===== src/rtl/e1s_pkg.sv =====
package e1s_pkg;

   // Frame alignment tracker states
   typedef enum logic [1:0] {
      FA_HUNT      = 2'd0,
      FA_CONF_NFAS = 2'd1,
      FA_CONF_FAS  = 2'd2,
      FA_LOCKED    = 2'd3
   } fa_state_t;

   // Multiframe search states
   typedef enum logic [1:0] {
      MF_SEEK   = 2'd0,
      MF_SECOND = 2'd1,
      MF_LOCKED = 2'd2
   } mf_state_t;

   // Bits 2..8 of timeslot 0 in an alignment frame, oldest bit as MSB
   localparam logic [6:0] FAS_PATTERN  = 7'b0011011;
   // Bit 1 of the six non-alignment frames that carry the multiframe word
   localparam logic [5:0] MFAS_PATTERN = 6'b001011;
   localparam int         MF_FRAMES    = 16;
   localparam int         MF_IDX_W     = $clog2(MF_FRAMES);
   // Frame index within the multiframe that carries the last word bit
   localparam int         MFAS_LAST_FRAME = 11;

endpackage


===== src/rtl/e1s_frame_align.sv =====
module e1s_frame_align
   import e1s_pkg::*;
#(
   parameter  int TS_COUNT   = 32,
   parameter  int TS_WIDTH   = 8,
   parameter  int LOSS_LIMIT = 3,
   localparam int FRAME_BITS = TS_COUNT * TS_WIDTH,
   localparam int POS_W      = $clog2(FRAME_BITS)
) (
   input  logic             clk,
   input  logic             rst_n,
   input  logic             rx_bit,
   input  logic             resync,
   output logic [POS_W-1:0] pos,
   output logic             in_sync,
   output logic             sync_lost,
   output logic             tick,
   output logic             fas_frame,
   output logic             frame_pulse
);

   localparam int ERR_W = $clog2(LOSS_LIMIT + 1);

   if (TS_WIDTH != 8) begin : g_bad_width
      $error("e1s_frame_align: timeslot 0 words need TS_WIDTH of 8");
   end
   if (LOSS_LIMIT < 1) begin : g_bad_limit
      $error("e1s_frame_align: LOSS_LIMIT must be at least 1");
   end

   logic [5:0]       hist;
   logic [6:0]       win;
   logic [6:0]       eq;
   logic             fas_hit;
   logic             last_ts0;
   fa_state_t        state, state_nx;
   logic             expect_fas;
   logic [ERR_W-1:0] err_run;
   logic [POS_W-1:0] pos_q;
   logic             lost_q;

   assign win = {hist, rx_bit};

   for (genvar i = 0; i < 7; i++) begin : g_cmp
      assign eq[i] = (win[i] == FAS_PATTERN[i]);
   end

   assign fas_hit  = &eq;
   assign last_ts0 = (pos_q == POS_W'(TS_WIDTH - 1));

   always_comb begin
      state_nx = state;
      unique case (state)
         FA_HUNT:      if (fas_hit) state_nx = FA_CONF_NFAS;
         FA_CONF_NFAS: if (last_ts0) state_nx = win[6] ? FA_CONF_FAS : FA_HUNT;
         FA_CONF_FAS:  if (last_ts0) state_nx = fas_hit ? FA_LOCKED : FA_HUNT;
         FA_LOCKED:    if (last_ts0 && expect_fas && !fas_hit &&
                           err_run == ERR_W'(LOSS_LIMIT - 1))
                          state_nx = FA_HUNT;
         default:      state_nx = FA_HUNT;
      endcase
      if (resync) state_nx = FA_HUNT;
   end

   always_ff @(posedge clk or negedge rst_n) begin
      if (!rst_n) begin
         hist       <= '1;
         state      <= FA_HUNT;
         pos_q      <= '0;
         expect_fas <= 1'b0;
         err_run    <= '0;
         lost_q     <= 1'b0;
      end else begin
         hist  <= {hist[4:0], rx_bit};
         state <= state_nx;
         if (state == FA_HUNT && fas_hit)
            pos_q <= POS_W'(TS_WIDTH);
         else if (pos_q == POS_W'(FRAME_BITS - 1))
            pos_q <= '0;
         else
            pos_q <= pos_q + POS_W'(1);

         if (state == FA_CONF_FAS && state_nx == FA_LOCKED) begin
            expect_fas <= 1'b0;
            err_run    <= '0;
            lost_q     <= 1'b0;
         end else if (state == FA_LOCKED && last_ts0) begin
            expect_fas <= !expect_fas;
            if (expect_fas) begin
               if (fas_hit) begin
                  err_run <= '0;
               end else if (err_run == ERR_W'(LOSS_LIMIT - 1)) begin
                  err_run <= '0;
                  lost_q  <= 1'b1;
               end else begin
                  err_run <= err_run + ERR_W'(1);
               end
            end
         end
      end
   end

   assign pos         = pos_q;
   assign in_sync     = (state == FA_LOCKED);
   assign sync_lost   = lost_q;
   assign tick        = in_sync && last_ts0;
   assign fas_frame   = expect_fas;
   assign frame_pulse = in_sync && (pos_q == '0);

   // alignment is only ever entered from the second-FAS confirmation step
   assert_sync_after_confirm_R2: assert property (@(posedge clk) disable iff (!rst_n)
      $rose(in_sync) |-> $past(state) == FA_CONF_FAS);

   // frame pulse lasts one clock
   assert_pulse_single_R4: assert property (@(posedge clk) disable iff (!rst_n)
      frame_pulse |=> !frame_pulse);

   // the loss flag rises only together with leaving alignment
   assert_loss_drops_sync_R5: assert property (@(posedge clk) disable iff (!rst_n)
      $rose(sync_lost) |-> !in_sync && $past(in_sync));

   // a resync request always ends alignment
   assert_resync_hunt_R6: assert property (@(posedge clk) disable iff (!rst_n)
      resync |=> !in_sync);

endmodule


===== src/rtl/e1s_mf_align.sv =====
module e1s_mf_align
   import e1s_pkg::*;
#(
   parameter int POS_W     = 8,
   parameter int MF_WINDOW = 64
) (
   input  logic             clk,
   input  logic             rst_n,
   input  logic             rx_bit,
   input  logic             crc_en,
   input  logic             in_sync,
   input  logic             tick,
   input  logic             fas_frame,
   input  logic             frame_pulse,
   input  logic [POS_W-1:0] pos,
   output logic             mf_lock,
   output logic             mf_pulse
);

   localparam int WIN_W = $clog2(MF_WINDOW);

   if (MF_WINDOW <= MF_FRAMES) begin : g_bad_window
      $error("e1s_mf_align: MF_WINDOW must exceed one multiframe");
   end

   mf_state_t           state;
   logic                si_cur;
   logic [5:0]          word_sh;
   logic [5:0]          word_nx;
   logic                word_ok;
   logic [WIN_W-1:0]    wcnt;
   logic [MF_IDX_W-1:0] mf_frame;
   logic                active;

   assign active  = in_sync && crc_en;
   assign word_nx = {word_sh[4:0], si_cur};
   assign word_ok = !fas_frame && (word_nx == MFAS_PATTERN);

   always_ff @(posedge clk or negedge rst_n) begin
      if (!rst_n) begin
         state    <= MF_SEEK;
         si_cur   <= 1'b1;
         word_sh  <= '1;
         wcnt     <= '0;
         mf_frame <= '0;
      end else begin
         if (pos == '0) si_cur <= rx_bit;
         if (!active) begin
            state    <= MF_SEEK;
            word_sh  <= '1;
            wcnt     <= '0;
            mf_frame <= '0;
         end else if (tick) begin
            if (!fas_frame) word_sh <= word_nx;
            mf_frame <= mf_frame + MF_IDX_W'(1);
            unique case (state)
               MF_SEEK: begin
                  if (word_ok) begin
                     state    <= MF_SECOND;
                     wcnt     <= '0;
                     mf_frame <= MF_IDX_W'(MFAS_LAST_FRAME + 1);
                  end
               end
               MF_SECOND: begin
                  wcnt <= wcnt + WIN_W'(1);
                  if (wcnt == WIN_W'(MF_WINDOW - 1)) begin
                     if (word_ok && mf_frame == MF_IDX_W'(MFAS_LAST_FRAME)) begin
                        wcnt <= '0;
                     end else begin
                        state <= MF_SEEK;
                     end
                  end else if (word_ok && mf_frame == MF_IDX_W'(MFAS_LAST_FRAME)) begin
                     state <= MF_LOCKED;
                  end
               end
               MF_LOCKED: state <= MF_LOCKED;
               default:   state <= MF_SEEK;
            endcase
         end
      end
   end

   assign mf_lock  = (state == MF_LOCKED) && active;
   assign mf_pulse = mf_lock && (pos == '0) && (mf_frame == '0);

   // multiframe lock can only rise on a timeslot-0 check
   assert_lock_on_tick_R7: assert property (@(posedge clk) disable iff (!rst_n)
      $rose(mf_lock) |-> $past(tick));

   // the multiframe pulse always coincides with a frame pulse
   assert_mf_with_frame_R8: assert property (@(posedge clk) disable iff (!rst_n)
      mf_pulse |-> frame_pulse);

endmodule


===== src/rtl/e1s_search_timer.sv =====
module e1s_search_timer #(
   parameter int CNT_W         = 12,
   parameter int GIVEUP_FRAMES = 3200
) (
   input  logic             clk,
   input  logic             rst_n,
   input  logic             crc_en,
   input  logic             in_sync,
   input  logic             tick,
   input  logic             mf_lock,
   output logic [CNT_W-1:0] count,
   output logic             giveup
);

   localparam logic [CNT_W-1:0] CNT_MAX = '1;

   if (GIVEUP_FRAMES >= (1 << CNT_W)) begin : g_bad_limit
      $error("e1s_search_timer: GIVEUP_FRAMES does not fit in CNT_W bits");
   end

   logic [CNT_W-1:0] cnt_q;

   always_ff @(posedge clk or negedge rst_n) begin
      if (!rst_n) begin
         cnt_q <= '0;
      end else if (!crc_en || mf_lock) begin
         cnt_q <= '0;
      end else if (tick && in_sync && cnt_q != CNT_MAX) begin
         cnt_q <= cnt_q + CNT_W'(1);
      end
   end

   if (GIVEUP_FRAMES == 0) begin : g_no_giveup
      assign giveup = 1'b0;
   end else begin : g_giveup
      assign giveup = (cnt_q >= CNT_W'(GIVEUP_FRAMES));
   end

   assign count = cnt_q;

   // lock clears the search count
   assert_clear_on_lock_R10: assert property (@(posedge clk) disable iff (!rst_n)
      mf_lock |=> count == '0);

   // disabled search keeps the count at zero
   assert_clear_on_disable_R11: assert property (@(posedge clk) disable iff (!rst_n)
      !crc_en |=> count == '0);

   // the give-up flag rises as the count steps onto the limit
   assert_giveup_step_R12: assert property (@(posedge clk) disable iff (!rst_n)
      $rose(giveup) |-> $past(count) == CNT_W'(GIVEUP_FRAMES - 1));

endmodule


===== src/rtl/e1_align_sync.sv =====
module e1_align_sync #(
   parameter  int TS_COUNT      = 32,
   parameter  int TS_WIDTH      = 8,
   parameter  int LOSS_LIMIT    = 3,
   parameter  int MF_WINDOW     = 64,
   parameter  int CNT_W         = 12,
   parameter  int GIVEUP_FRAMES = 3200,
   localparam int TS_IDX_W      = $clog2(TS_COUNT),
   localparam int BIT_IDX_W     = $clog2(TS_WIDTH)
) (
   input  logic                 clk,
   input  logic                 rst_n,
   input  logic                 rx_bit,
   input  logic                 crc_en,
   input  logic                 resync,
   output logic                 frame_pulse,
   output logic                 mf_pulse,
   output logic [TS_IDX_W-1:0]  timeslot,
   output logic [BIT_IDX_W-1:0] bit_pos,
   output logic                 in_sync,
   output logic                 sync_lost,
   output logic                 crc_lock,
   output logic [CNT_W-1:0]     crc_search_cnt,
   output logic                 crc_giveup
);

   localparam int POS_W = TS_IDX_W + BIT_IDX_W;

   logic [POS_W-1:0] pos;
   logic             tick;
   logic             fas_frame;

   e1s_frame_align #(
      .TS_COUNT   (TS_COUNT),
      .TS_WIDTH   (TS_WIDTH),
      .LOSS_LIMIT (LOSS_LIMIT)
   ) u_frame (
      .clk         (clk),
      .rst_n       (rst_n),
      .rx_bit      (rx_bit),
      .resync      (resync),
      .pos         (pos),
      .in_sync     (in_sync),
      .sync_lost   (sync_lost),
      .tick        (tick),
      .fas_frame   (fas_frame),
      .frame_pulse (frame_pulse)
   );

   e1s_mf_align #(
      .POS_W     (POS_W),
      .MF_WINDOW (MF_WINDOW)
   ) u_mf (
      .clk         (clk),
      .rst_n       (rst_n),
      .rx_bit      (rx_bit),
      .crc_en      (crc_en),
      .in_sync     (in_sync),
      .tick        (tick),
      .fas_frame   (fas_frame),
      .frame_pulse (frame_pulse),
      .pos         (pos),
      .mf_lock     (crc_lock),
      .mf_pulse    (mf_pulse)
   );

   e1s_search_timer #(
      .CNT_W         (CNT_W),
      .GIVEUP_FRAMES (GIVEUP_FRAMES)
   ) u_timer (
      .clk     (clk),
      .rst_n   (rst_n),
      .crc_en  (crc_en),
      .in_sync (in_sync),
      .tick    (tick),
      .mf_lock (crc_lock),
      .count   (crc_search_cnt),
      .giveup  (crc_giveup)
   );

   assign timeslot = pos[POS_W-1:BIT_IDX_W];
   assign bit_pos  = pos[BIT_IDX_W-1:0];

endmodule


===== config.mk =====
export PLATFORM = sky130hd
export DESIGN_NAME = e1_align_sync
export DESIGN_NICKNAME = d
export VERILOG_FILES = /design/src/rtl/e1s_pkg.sv /design/src/rtl/e1s_frame_align.sv /design/src/rtl/e1s_mf_align.sv /design/src/rtl/e1s_search_timer.sv /design/src/rtl/e1_align_sync.sv
export SDC_FILE = /design/constraint.sdc
export NUM_CORES = 1
export LEC_CHECK = 0
export CAP_MARGIN = 10
export CORE_ASPECT_RATIO = 0.75
export CORE_UTILIZATION = 63
export CTS_BUF_LIST = sky130_fd_sc_hd__clkbuf_16
export DETAILED_ROUTE_END_ITERATION = 16
export DONT_BUFFER_PORTS = 1
export GPL_TIMING_DRIVEN = 0
export PLACE_DENSITY = 0.79
export SETUP_SLACK_MARGIN = 0.05
export SYNTH_ARGS = -nofsm -noshare
export SYNTH_HDL_FRONTEND = slang
export SYNTH_SLANG_ARGS = --single-unit

===== constraint.sdc =====
create_clock -name clk -period 2.25 [get_ports clk]
set_input_delay 0.3375 -clock clk [delete_from_list [all_inputs] [get_ports clk]]
set_output_delay 0.3375 -clock clk [all_outputs]
set_load 0.1 [all_outputs]

Word-level counts from Yosys, hierarchy flattened --
Index checks and enable logic that the tools add are counted.
Storage, ports and cells: register bits after elaboration 50, latch bits 0, RAM bits 0, ROM bits 0, input bits 5, output and inout port bits 26, logic and storage cells 118, memories kept 0
Cells by class: add/sub/neg operators 5, multipliers 0, div/mod/pow operators 0, $lt $le $gt $ge 1, equal/unequal tests 20, shift operators 0, multiplexer cells 44, bitwise operators 3, reductions and logical operators 33
Operators with widths (number):
- two-way mux 2 bit | 18
- two-way mux 6 bit | 5
- two-way mux 12 bit | 2
- two-way mux 4 bit | 4
- two-way mux 8 bit | 2
- logical AND 1 bit | 15
- two-way mux 5 bit | 3
- adder 12 x 1 -> 12 bit (second input constant) | 1
- greater-or-equal comparator 12 bit (second input constant) | 1
- inequality test 12 bit (second input constant) | 1
- one-hot mux 6 bit (2 select lines) | 1
- == test 2 bit (second input constant) | 5
- adder 8 x 1 -> 8 bit (second input constant) | 1
- == test 8 x 3 -> 1 bit (second input constant) | 1
- == test 8 bit (second input constant) | 1
- logical NOT 8 bit | 1
- inequality test 4 bit (second input constant) | 2
- one-hot mux 2 bit (4 select lines) | 1
- AND reduction 4 bit | 2
- nonzero test 2 bit | 4
- two-way mux 1 bit | 7
- AND reduction 7 bit | 1
- adder 6 x 1 -> 6 bit (second input constant) | 1
- == test 6 x 4 -> 1 bit (second input constant) | 1
- other kinds (17) | 25

Logic depth before layout (Yosys ltp) --
Gate-level depths: netlist of the first run.
depth after elaboration 12, depth in mapped cells 7, depth with buffers taken out 6

Cells and area by module --
A second synthesis of the first run with hierarchy kept.
Second synthesis, totals: cell total of the unflattened synthesis 280, area total of the unflattened synthesis 2776.4 um2
Modules (own cells, without submodules):
- e1s_mf_align | instances 1, cells each 112, area each 1036.0 um2
- e1s_frame_align | instances 1, cells each 87, area each 994.7 um2
- e1s_search_timer | instances 1, cells each 81, area each 745.7 um2

Least setup slack after synthesis of the first run --
No wires, ideal clock.
kind reg2out, start register u_frame.state[1], end output port mf_pulse, arrival time 4.313 ns, setup slack -2.401 ns, stages on the path, launching flop included 7, path through dfrtp_1 > nand2_1 > inv_1 > nand2_1 > nor2_1 > nand3_1 > nor2_1
On the way: cells in the longest elaborated chain, start to end 5
RTL lines:
- start: declaration | line e1s_frame_align.sv:36 | fa_state_t state, state_nx;
- start signal: assignment | line e1s_frame_align.sv:75 | state <= state_nx;
- == test 2 bit | line e1s_frame_align.sv:104 | assign in_sync = (state == FA_LOCKED);
- net in_sync | line e1_align_sync.sv:20 | output logic in_sync,
- logical AND 1 bit | line e1s_mf_align.sv:35 | assign active = in_sync && crc_en;
- logical AND 1 bit | line e1s_mf_align.sv:83 | assign mf_lock = (state == MF_LOCKED) && active;
- net crc_lock | line e1_align_sync.sv:22 | output logic crc_lock,
- logical AND 1 bit (2 in a row) | line e1s_mf_align.sv:84 | assign mf_pulse = mf_lock && (pos == '0) && (mf_frame == '0);
- end: declaration | line e1_align_sync.sv:17 | output logic mf_pulse,
The timed path passes the listed nets, and every way through them passes these cells.

Final worst setup path of the first run --
Ends and elaborated chain as after synthesis.

==> out/results.txt, run 1 <==
initial antenna violation count -> 0
ANT cells -> 0
Slew Limit Fails -> 0
Longest Clk Path Bufs -> 2
Sink Count -> 50
CP Launch Point -> u_frame.state[1]$_DFF_PN0_
nets -> 320
post-synth top area share -> 36.3%
Worst-path clk slew -> 0.07 ns
TNS Setup -> -1.80 ns
part of the power in registers -> 55.9%
final core utilization -> 89.1%
Post-synth EDFFs -> 0
LEAKAGE -> 0.00126 uW
Post-Syn Area -> 2620 um^2
Worst-Margin Slew -> 0.900 ns
Final min period -> 2.83 ns
post-synthesis sequential area ratio -> 48.3%
Max-cap violations -> 0
Startpoint Class -> register
CP max stage cell -> nor2_4
FMAX -> 353 MHz
Area contributors post-synth -> dfrtp_1, dfstp_2, xnor2_1, nor2_1, nand2_1
vias per cell -> 6.73
Required @ worst endpoint -> 1.91 ns
Iteration-0 DRC Markers -> 245
Tot GR Track Use -> 32.7%
Syn Nets -> 285
Core Footprint -> 3830 um^2
cell taking the most area after synthesis -> dfrtp_1
post-synthesis simple-gate area fraction -> 27.2%
GRT overflow -> 0
routed via count -> 2428
cell-internal power -> 1810 uW
HP Class -> input port to register
Die ar. -> 4420 um^2
Worst VDD drop -> 1.23 mV
Root Driver -> clkbuf_16
number of CTS-inserted buffers -> 5
Hold Fails Final Rpt -> 0
PortBufs -> 0
cell count after synthesis -> 273
CP max FO -> 3
#FFs+latches synth -> 50
Starting Density -> 68.5%
status -> complete, but fails checks
worst rel slew slack -> 39.2%
failing checks -> negative setup slack
Die X -> 76.5 um
Skew-Pair Late Insertion Delay -> 0.29 ns
CP arrival -> 2.49 ns
Sw Pwr -> 1320 uW
crit-path cells -> nand2_4, clkinvlp_4, nand2_4, nor2_4, nand3_2, nor2_4
Placer Congestion -> 0.788
PwrDens -> 919 nW/um^2
DR DRC count -> 0
Final HPWL DP -> 3830 um
RSZ-0062 raised after global routing -> yes
ratio of cells with drive above 1 in the final layout -> 36.6%
ys flop type -> dfrtp_1
chip height -> 57.9 um
Detailed Routing Iterations Pass 1 -> 5
skew final -> 0.00650 ns
CTS H-tree depth -> 2
pre-CTS WS -> -0.436 ns
worst hold slack -> 0.0427 ns
async set-reset flop share out of synthesis -> 100%
Clk network pwr share -> 25.7%
io pins -> 31
largest family of logic cells by synthesized area -> simple AND/OR/NAND/NOR gates
Final Setup Violations -> 13
share of synthesized cell area in full adder, half adder and majority cells -> 3.34%
Synth Area in Compound Gates -> 10.3%
combinational power share -> 18.4%
Net Sw Frac -> 42.2%
CP Capture Type -> primary output
synth cell count leaders -> dfrtp_1, nor2_1, nand2_1
post-route antenna net violation count -> 0
FF-to-FF Start -> u_frame.fas_frame$_DFFE_PN0P_
yosys warns -> 0
drt wl/cell -> 21.2 um
final worst-path cycle share -> 126%
vias in the first global route -> 2189
syn_area_per_cell -> 9.60 um^2
final WL -> 7660 um
Synth-to-Final Area Change -> 30.1%
crit path kind -> register to primary output
xor/xnor cell area share of the yosys netlist -> 5.68%
largest net degree at the start of global routing -> 51
worst stage delay on the critical path -> 0.53 ns
Cell Rows -> 19
post-synth cell types -> 46
Worst Hold Launch -> rx_bit
first-pass GRT wire length -> 10900 um
most numerous cell in the Yosys netlist -> dfrtp_1
multiplexer area fraction after synthesis -> 3.10%
post-route setup slack -> -0.581 ns
TritonCTS clock tree -> done
[critical path, delay by kind of cell, from the launching register on]
family	cells	cell delay (ns)
and+or+nand+nor	5	1.43
buffers and inverters	1	0.37
DFF	1	0.40
[layer usage]
metal | vias to the layer above | wire, um | share of wire [%] | global-route usage [%]
met2 | 160 | 3680 | 48 | 54.4
met5 | - | 0 | 0 | 0
li1 | 1043 | - | - | -
met1 | 1189 | 3020 | 39 | 44.5
met4 | 0 | 270 | 3.5 | 9.89
met3 | 36 | 689 | 9.0 | 6.30
[flip-flops by register name, summed over array words and instances, names as in the netlist]
name	flops
u_timer.count	12
u_frame.pos	8
u_frame.hist	6
u_mf.wcnt	6
u_mf.word_sh	5
u_mf.mf_frame	4
u_frame.err_run	2
u_frame.state	2
u_mf.state	2
u_frame.fas_frame	1
u_frame.sync_lost	1
u_mf.si_cur	1
[cells in the final DEF (no fill, tap or decap), drive strengths merged, types with 2 or more instances in the layout]
master | netlist | routed
a31oi | 2 | 2
buf | 0 | 28
or4b | 2 | 2
nand4b | 2 | 2
nand2b | 3 | 3
a311oi | 2 | 2
dfstp | 12 | 12
or4 | 2 | 2
nor4 | 6 | 6
nor2 | 37 | 37
xnor2 | 16 | 16
mux2i | 7 | 7
a211oi | 4 | 4
nor2b | 3 | 3
ha | 7 | 7
nor4bb | 2 | 2
nand3 | 16 | 16
a21oi | 13 | 13
and3 | 4 | 4
nor3 | 13 | 13
inv | 9 | 9
o31ai | 2 | 2
nand3b | 3 | 3
o21ai | 10 | 10
dfrtp | 38 | 38
nor4b | 3 | 3
nand4 | 2 | 2
clkbuf | 5 | 10
nand2 | 35 | 35
[metrics by stage]
stage	instances	cell area [um^2]	power (uW)
2_1_floorplan	273	2740	1930
3_5_place_dp	325	2810	2020
3_3_place_gp	325	2810	2010
5_1_grt	361	3410	3220
4_1_cts	353	3270	2990
6_report	361	3410	3130
[cells by family (layout without fill, tap and decap cells)]
family,count (synthesis),count (layout)
AND/OR/NAND/NOR,137,137
flip-flops,50,50
AO/OA/AOI/OAI,40,40
XOR/XNOR,17,17
buffers and inverters,14,50
multiplexers,8,8
adder cells (fa/ha/maj),7,7
[worst paths after layout]
check	slack, ns	end	depth (start not counted)
min in group asynchronous	0.56	u_timer.count[5]$_DFFE_PN0P_	2
hold reg to reg	0.37	u_frame.hist[5]$_DFF_PN1_	0
setup reg to reg	-0.26	u_mf.mf_frame[3]$_DFFE_PN0P_	5
max in group asynchronous	1.42	u_frame.hist[1]$_DFF_PN1_	2
setup / recovery	-0.58	mf_pulse	6
hold / removal	0.04	u_frame.hist[0]$_DFF_PN1_	0
[power groups by stage]
| stage | clock (uW) | sequential (uW) | combinational [uW] |
|---|---|---|---|
| 6_report | 806 | 1750 | 576 |
| 5_1_grt | 824 | 1770 | 626 |
| 4_1_cts | 786 | 1730 | 478 |
| 2_1_floorplan | 0 | 1660 | 271 |
| 3_5_place_dp | 0 | 1700 | 319 |
| 3_3_place_gp | 0 | 1700 | 310 |
[area by class of cell]
| type | instances | area [um^2] |
|---|---|---|
| clock buffer | 6 | 150 |
| multi-input combinational | 209 | 1550 |
| clock inverter | 2 | 7.51 |
| timing repair buffer | 28 | 253 |
| fill | 167 | 418 |
| inverter | 9 | 37.5 |
| sequential | 50 | 1320 |
| tap | 52 | 65.1 |
| buffer | 5 | 30.0 |
[what timing repair did]
action / in CTS / in global routing
endpoints found under the setup margin: 38 / 36
endpoints found under the hold margin: 50 / 0
resized for setup: 29 / 17
buffers inserted: 18 / 9
hold buffers: 2 / 0
pin swaps: 18 / 9
(Power assumes the default switching activity.)
==> run 2: changes to the inputs <==
- CELL_PAD_IN_SITES_DETAIL_PLACEMENT: unset -> 0
- CELL_PAD_IN_SITES_GLOBAL_PLACEMENT: unset -> 1
- CORE_UTILIZATION: 63 -> 49
- CTS_CLUSTER_SIZE: unset -> 12
- PLACE_DENSITY: 0.79 -> unset
- PLACE_DENSITY_LB_ADDON: unset -> 0.1
==> run 2 against run 1 <==
Effect of this change: the flow still finishes with violations (negative setup slack); setup slack gained 0.019 ns; wire length shrank 23%; clock skew shrank 0.0019 ns; maximum frequency grew 0.68%; cell count grew 3.6%; critical endpoint unchanged.
==> out/results.txt, run 2 (synthesis gave the netlist of run 1 again) <==
post-route antenna net violation count -> 0 (unchanged)
Worst-path clk slew -> 0.07 ns (about the same)
crit path kind -> register to primary output
final worst-path cycle share -> 125% (-0.85 points)
placed insts -> 345 (+6.2%)
routed via count -> 2107 (-13%)
fin cells -> 374 (+3.6%)
CP max FO -> 3 (unchanged)
Longest Clk Path Bufs -> 2 (unchanged)
Startpoint Class -> register
number of CTS-inserted buffers -> 5 (unchanged)
Final Setup Violations -> 2 (-11)
Skew-Pair Late Insertion Delay -> 0.29 ns (about the same)
Tot GR Track Use -> 22.8% (-10 points)
io pins -> 31 (unchanged)
ratio of cells with drive above 1 in the final layout -> 34.1% (-2.5 points)
PwrDens -> 882 nW/um^2 (-4.0%)
vias in the first global route -> 1957 (-11%)
Worst-Margin Slew -> 0.889 ns (-0.0105 ns)
CP Capture Type -> primary output
Worst VDD drop -> 1.05 mV (-15%)
RSZ-0062 raised after global routing -> yes
DRT met1 WL -> 3140 um (+4.0%)
most common cell after layout, fill and taps aside -> nand2_1
Final HPWL DP -> 4000 um (+4.5%)
CTS H-tree depth -> 2 (unchanged)
LEAKAGE -> 0.00121 uW (-3.7%)
crit-path cells -> nand2_4, clkinvlp_4, nand2_4, nor2_4, nand3_2, nor2_4
status -> complete, but fails checks
TritonCTS clock tree -> done
Tot Pwr -> 2960 uW (-5.4%)
commonest non-fill, non-tap cells in the layout -> nand2_1, nor2_1, buf_4
drt wl/cell -> 15.7 um (-26%)
nets -> 313 (-2.2%)
TNS Setup -> -0.681 ns (+1.12 ns)
max reg flops -> 12 (unchanged)
failing checks -> negative setup slack
Root Driver -> clkbuf_16
Slew Limit Fails -> 0 (unchanged)
HP Class -> input port to register
Core Footprint -> 5010 um^2 (+31%)
final WL -> 5880 um (-23%)
Die X -> 86.4 um (+13%)
DR DRC count -> 0 (unchanged)
Synth-to-Final Area Change -> 28.2%
met2 routed WL -> 2390 um (-35%)
Cell Rows -> 22 (+3)
DR WL met3 -> 247 um (-64%)
worst stage delay on the critical path -> 0.54 ns (about the same)
Iteration-0 DRC Markers -> 164 (-33%)
worst rel slew slack -> 40.7% (+1.5 points)
chip height -> 65.3 um (+13%)
Max-cap violations -> 0 (unchanged)
skew final -> 0.00456 ns (-0.00194 ns)
CP max stage cell -> nor2_4
Die ar. -> 5650 um^2 (+28%)
worst hold slack -> 0.0373 ns (-0.00539 ns)
Placer Congestion -> 0.760 (-3.6%)
Highest Signal Layer -> met4
first-pass GRT wire length -> 9820 um (-10%)
post-route setup slack -> -0.562 ns (+0.0192 ns)
pre-CTS WS -> -0.437 ns (-0.000859 ns)
vias per cell -> 5.63 (-16%)
Starting Density -> 52.3% (-16 points)
Final min period -> 2.81 ns (-0.0192 ns)
Hold Fails Final Rpt -> 0 (unchanged)
FMAX -> 356 MHz (+0.68%)
largest net degree at the start of global routing -> 51 (unchanged)
Detailed Routing Iterations Pass 1 -> 4 (-1)
Required @ worst endpoint -> 1.91 ns (about the same)
Sink Count -> 50 (unchanged)
GRT overflow -> 0 (unchanged)
PortBufs -> 0 (unchanged)
Reg area -> 1320 um^2 (+0.57%)
initial antenna violation count -> 0 (unchanged)
filler instances -> 412 (+150%)
CP arrival -> 2.47 ns (-0.02 ns)
ANT cells -> 0 (unchanged)
footprint of the multi-input gates -> 1530 um^2 (-1.5%)
## run 2: changes by cell type in the layout (fill, tap and decap cells not counted), moves of 3 or more
cell | before | now
buf_4 | 23 | 17
dfrtp_4 | 9 | 12
a21oi_1 | 9 | 12
a21oi_2 | 4 | 1
dfrtp_2 | 13 | 10
## run 2: worst max-delay path, delay by kind of cell, from the launching register on
| kind | cells | cell delay, ns |
|---|---|---|
| and+or+nand+nor | 5 | 1.39 |
| DFF | 1 | 0.39 |
| buffers and inverters | 1 | 0.37 |
## run 2: per-layer routing
layer  GRT usage, %  up-vias
met4           8.96        0
met1           34.6     1027
li1               -     1029
met2           31.0       43
met3           5.15        8
met5              0        -
## run 2: report_power, final
group / leakage, uW / internal [uW] / switching, uW
Combinational: 0.000546 / 270 / 209
Sequential: 0.000589 / 1040 / 692
Clock: 0.0000747 / 419 / 337
Total: 0.00121 / 1730 / 1240
## run 2: repair_timing
item | in CTS | in global routing
buffers inserted | 13 | 7
endpoints found under the setup margin | 39 | 28
hold buffers | 2 | 0
gates resized for setup | 28 | 13
pin swaps | 21 | 14
hold endpoints to repair | 50 | 0
## run 2: path summary, 6_finish.rpt
check                                                       to  depth (start not counted)                       start  slack (ns)
worst max-delay path                                  mf_pulse                          6  u_frame.state[0]$_DFF_PN0_       -0.56
worst min-delay path                 u_frame.hist[0]$_DFF_PN1_                          0                      rx_bit        0.04
worst max register to register    u_timer.count[8]$_DFFE_PN0P_                          6    u_frame.pos[0]$_DFF_PN0_        0.02
worst min register to register       u_frame.hist[5]$_DFF_PN1_                          0   u_frame.hist[4]$_DFF_PN1_        0.37
max in group asynchronous            u_frame.hist[2]$_DFF_PN1_                          2                       rst_n        1.40
min in group asynchronous       u_frame.err_run[1]$_DFFE_PN0P_                          2                       rst_n        0.58
## run 2: area by class of cell
cell class | count | share of cell area (%)
Multi-Input combinational cell | 209 | 45.4
Sequential cell | 50 | 39.4
Timing Repair Buffer | 22 | 6.18
Clock buffer | 5 | 3.72
Tap cell | 72 | 2.68
Inverter | 9 | 1.12
Buffer | 4 | 0.745
Clock inverter | 3 | 0.708
## run 2: stage by stage
step	instance area (um^2)	util [%]
6_report	3360	67.1
4_1_cts	3240	64.6
3_3_place_gp	2830	56.5
2_1_floorplan	2740	-
5_1_grt	3360	67.1
3_5_place_dp	2830	56.5
==> run 3: changes to the inputs <==
- PLACE_DENSITY: unset -> 0.78
- PLACE_DENSITY_LB_ADDON: 0.1 -> unset
==> run 3 against run 2 <==
Effect of this change: the run still ends with negative setup slack left; flip-flop and latch count is the same; sequential share of layout area decreased by 1.7 points; wire length up 5.4%; setup slack got worse by 0.062 ns; core utilization rose by 2.5 points; first-iteration DRC count fell by 43%; clock skew up 0.00098 ns; global-route usage decreased by 0.092 points; sequential power barely moved; design area rose by 3.8%; via count increased by 3.4%; combinational power is 14% higher.
==> out/results.txt, run 3 (synthesis gave the netlist of run 1 again) <==
Final min period -> 2.87 ns (+0.0620 ns)
io pins -> 31 (unchanged)
Tot GR Track Use -> 22.7% (-0.092 points)
Die X -> 86.4 um (unchanged)
R2R setup slack -> -0.07 ns (-0.09 ns)
Startpoint Class -> register
pre-CTS WS -> -0.450 ns (-0.0138 ns)
hold depth -> 0 (unchanged)
FF-to-FF path depth -> 6 (unchanged)
Worst VDD drop -> 1.01 mV (-3.7%)
Sink Count -> 50 (unchanged)
post-route antenna net violation count -> 0 (unchanged)
CTS H-tree depth -> 2 (unchanged)
initial antenna violation count -> 0 (unchanged)
first-pass GRT wire length -> 9750 um (-0.70%)
ratio of cells with drive above 1 in the final layout -> 37.5% (+3.4 points)
vias in the first global route -> 1944 (-0.66%)
Synth-to-Final Area Change -> 33.1%
DR DRC count -> 0 (unchanged)
Core Footprint -> 5010 um^2 (unchanged)
status -> complete, but fails checks
Placer Congestion -> 0.752 (-1.1%)
CP Capture Type -> primary output
Hold Fails Final Rpt -> 0 (unchanged)
Tot Pwr -> 3150 uW (+6.2%)
Skew-Pair Late Insertion Delay -> 0.29 ns (about the same)
FMAX -> 348 MHz (-2.2%)
Worst-path clk slew -> 0.07 ns (about the same)
RSZ-0062 raised after global routing -> yes
filler instances -> 370 (-10%)
Die ar. -> 5650 um^2 (unchanged)
failing checks -> negative setup slack
Cell Rows -> 22 (unchanged)
final core utilization -> 69.6% (+2.5 points)
max reg flops -> 12 (unchanged)
Max-cap violations -> 0 (unchanged)
GRT overflow -> 0 (unchanged)
LEAKAGE -> 0.00127 uW (+5.1%)
Root Driver -> clkbuf_16
Reg area -> 1320 um^2 (-0.57%)
placed insts -> 345 (unchanged)
PwrDens -> 902 nW/um^2 (+2.3%)
Required @ worst endpoint -> 1.91 ns (about the same)
final worst-path cycle share -> 128% (+2.8 points)
Iteration-0 DRC Markers -> 94 (-43%)
worst setup path end -> mf_pulse
reg2reg end -> u_timer.count[4]$_DFFE_PN0P_
largest net degree at the start of global routing -> 51 (unchanged)
commonest non-fill, non-tap cells in the layout -> nand2_1, nor2_1, buf_4
FF-to-FF Start -> u_frame.pos[0]$_DFF_PN0_
HP Class -> input port to register
CP max FO -> 5 (+2)
fin cells -> 384 (+2.7%)
post-route setup slack -> -0.624 ns (-0.0620 ns)
PortBufs -> 0 (unchanged)
footprint of the multi-input gates -> 1570 um^2 (+3.1%)
vias per cell -> 5.67 (+0.72%)
final WL -> 6200 um (+5.4%)
number of CTS-inserted buffers -> 5 (unchanged)
ANT cells -> 0 (unchanged)
worst rel slew slack -> 40.2% (-0.54 points)
CP Launch Point -> u_frame.state[1]$_DFF_PN0_
crit path kind -> register to primary output
Slew Limit Fails -> 0 (unchanged)
Final HPWL DP -> 3900 um (-2.7%)
nets -> 323 (+3.2%)
skew final -> 0.00554 ns (+0.000981 ns)
routed via count -> 2179 (+3.4%)
Worst-Margin Slew -> 0.898 ns (+0.00814 ns)
chip height -> 65.3 um (unchanged)
Starting Density -> 52.3% (unchanged)
TritonCTS clock tree -> done
Detailed Routing Iterations Pass 1 -> 4 (unchanged)
drt wl/cell -> 16.1 um (+2.6%)
most common cell after layout, fill and taps aside -> nand2_1
CP arrival -> 2.54 ns (+0.07 ns)
Longest Clk Path Bufs -> 2 (unchanged)
Final Setup Violations -> 7 (+5)
run 3: what timing repair did:
| item | CTS | global route |
|---|---|---|
| hold buffers | 2 | 0 |
| resized for setup | 16 | 32 |
| pin swaps | 15 | 17 |
| endpoints found under the hold margin | 50 | 0 |
| setup buffers | 8 | 21 |
| endpoints found under the setup margin | 39 | 38 |
run 3: layout make-up:
cell class | instances | area share (%)
sequential | 50 | 37.7
tap | 72 | 2.58
buffer | 5 | 0.861
clock buffer | 7 | 5.02
clock inverter | 1 | 0.251
inverter | 9 | 1.08
timing repair buffer | 31 | 7.32
multi-input combinational | 209 | 45.1
run 3: per-stage QoR:
stage	hold WS (ns)	TNS [ns]	instance area, um^2
floorplan	0.0419	-0.301	2740
detailed placement	0.0430	-5.01	2830
finish	0.0416	-0.853	3490
global placement	0.0429	-4.65	2830
CTS	0.0363	-3.72	3190
global route	0.0248	-1.88	3490
run 3: worst min-delay path by stage:
stage                 from                             end  slack (ns)
finish              rx_bit       u_frame.hist[0]$_DFF_PN1_        0.04
global route        rx_bit       u_frame.hist[0]$_DFF_PN1_        0.02
CTS                 rx_bit       u_frame.hist[0]$_DFF_PN1_        0.04
detailed placement   rst_n   u_timer.count[11]$_DFFE_PN0P_        0.04
global placement     rst_n   u_timer.count[11]$_DFFE_PN0P_        0.04
floorplan            rst_n  u_frame.err_run[0]$_DFFE_PN0P_        0.04
run 3: per-layer routing:
metal | vias up | track usage [%] | wire length [um]
li1 | 1050 | - | -
met1 | 1086 | 33.9 | 3070
met2 | 38 | 32.5 | 2830
met3 | 5 | 5.90 | 250
met4 | 0 | 5.63 | 50
met5 | - | 0 | 0
run 3: worst max-delay path, stage by stage (launching register included):
cell,delay (ns)
dfrtp_2,0.42
nand2_4,0.07
clkinvlp_4,0.38
nand2_4,0.12
nor2_4,0.52
nand3_2,0.18
nor2_4,0.54
run 3: report_power, final:
part	leakage [uW]	internal, uW	switching (uW)	total (uW)
registers	0.000589	1020	691	1710
clock network	0.0000904	549	339	889
logic	0.000591	310	236	545
total	0.00127	1880	1270	3150
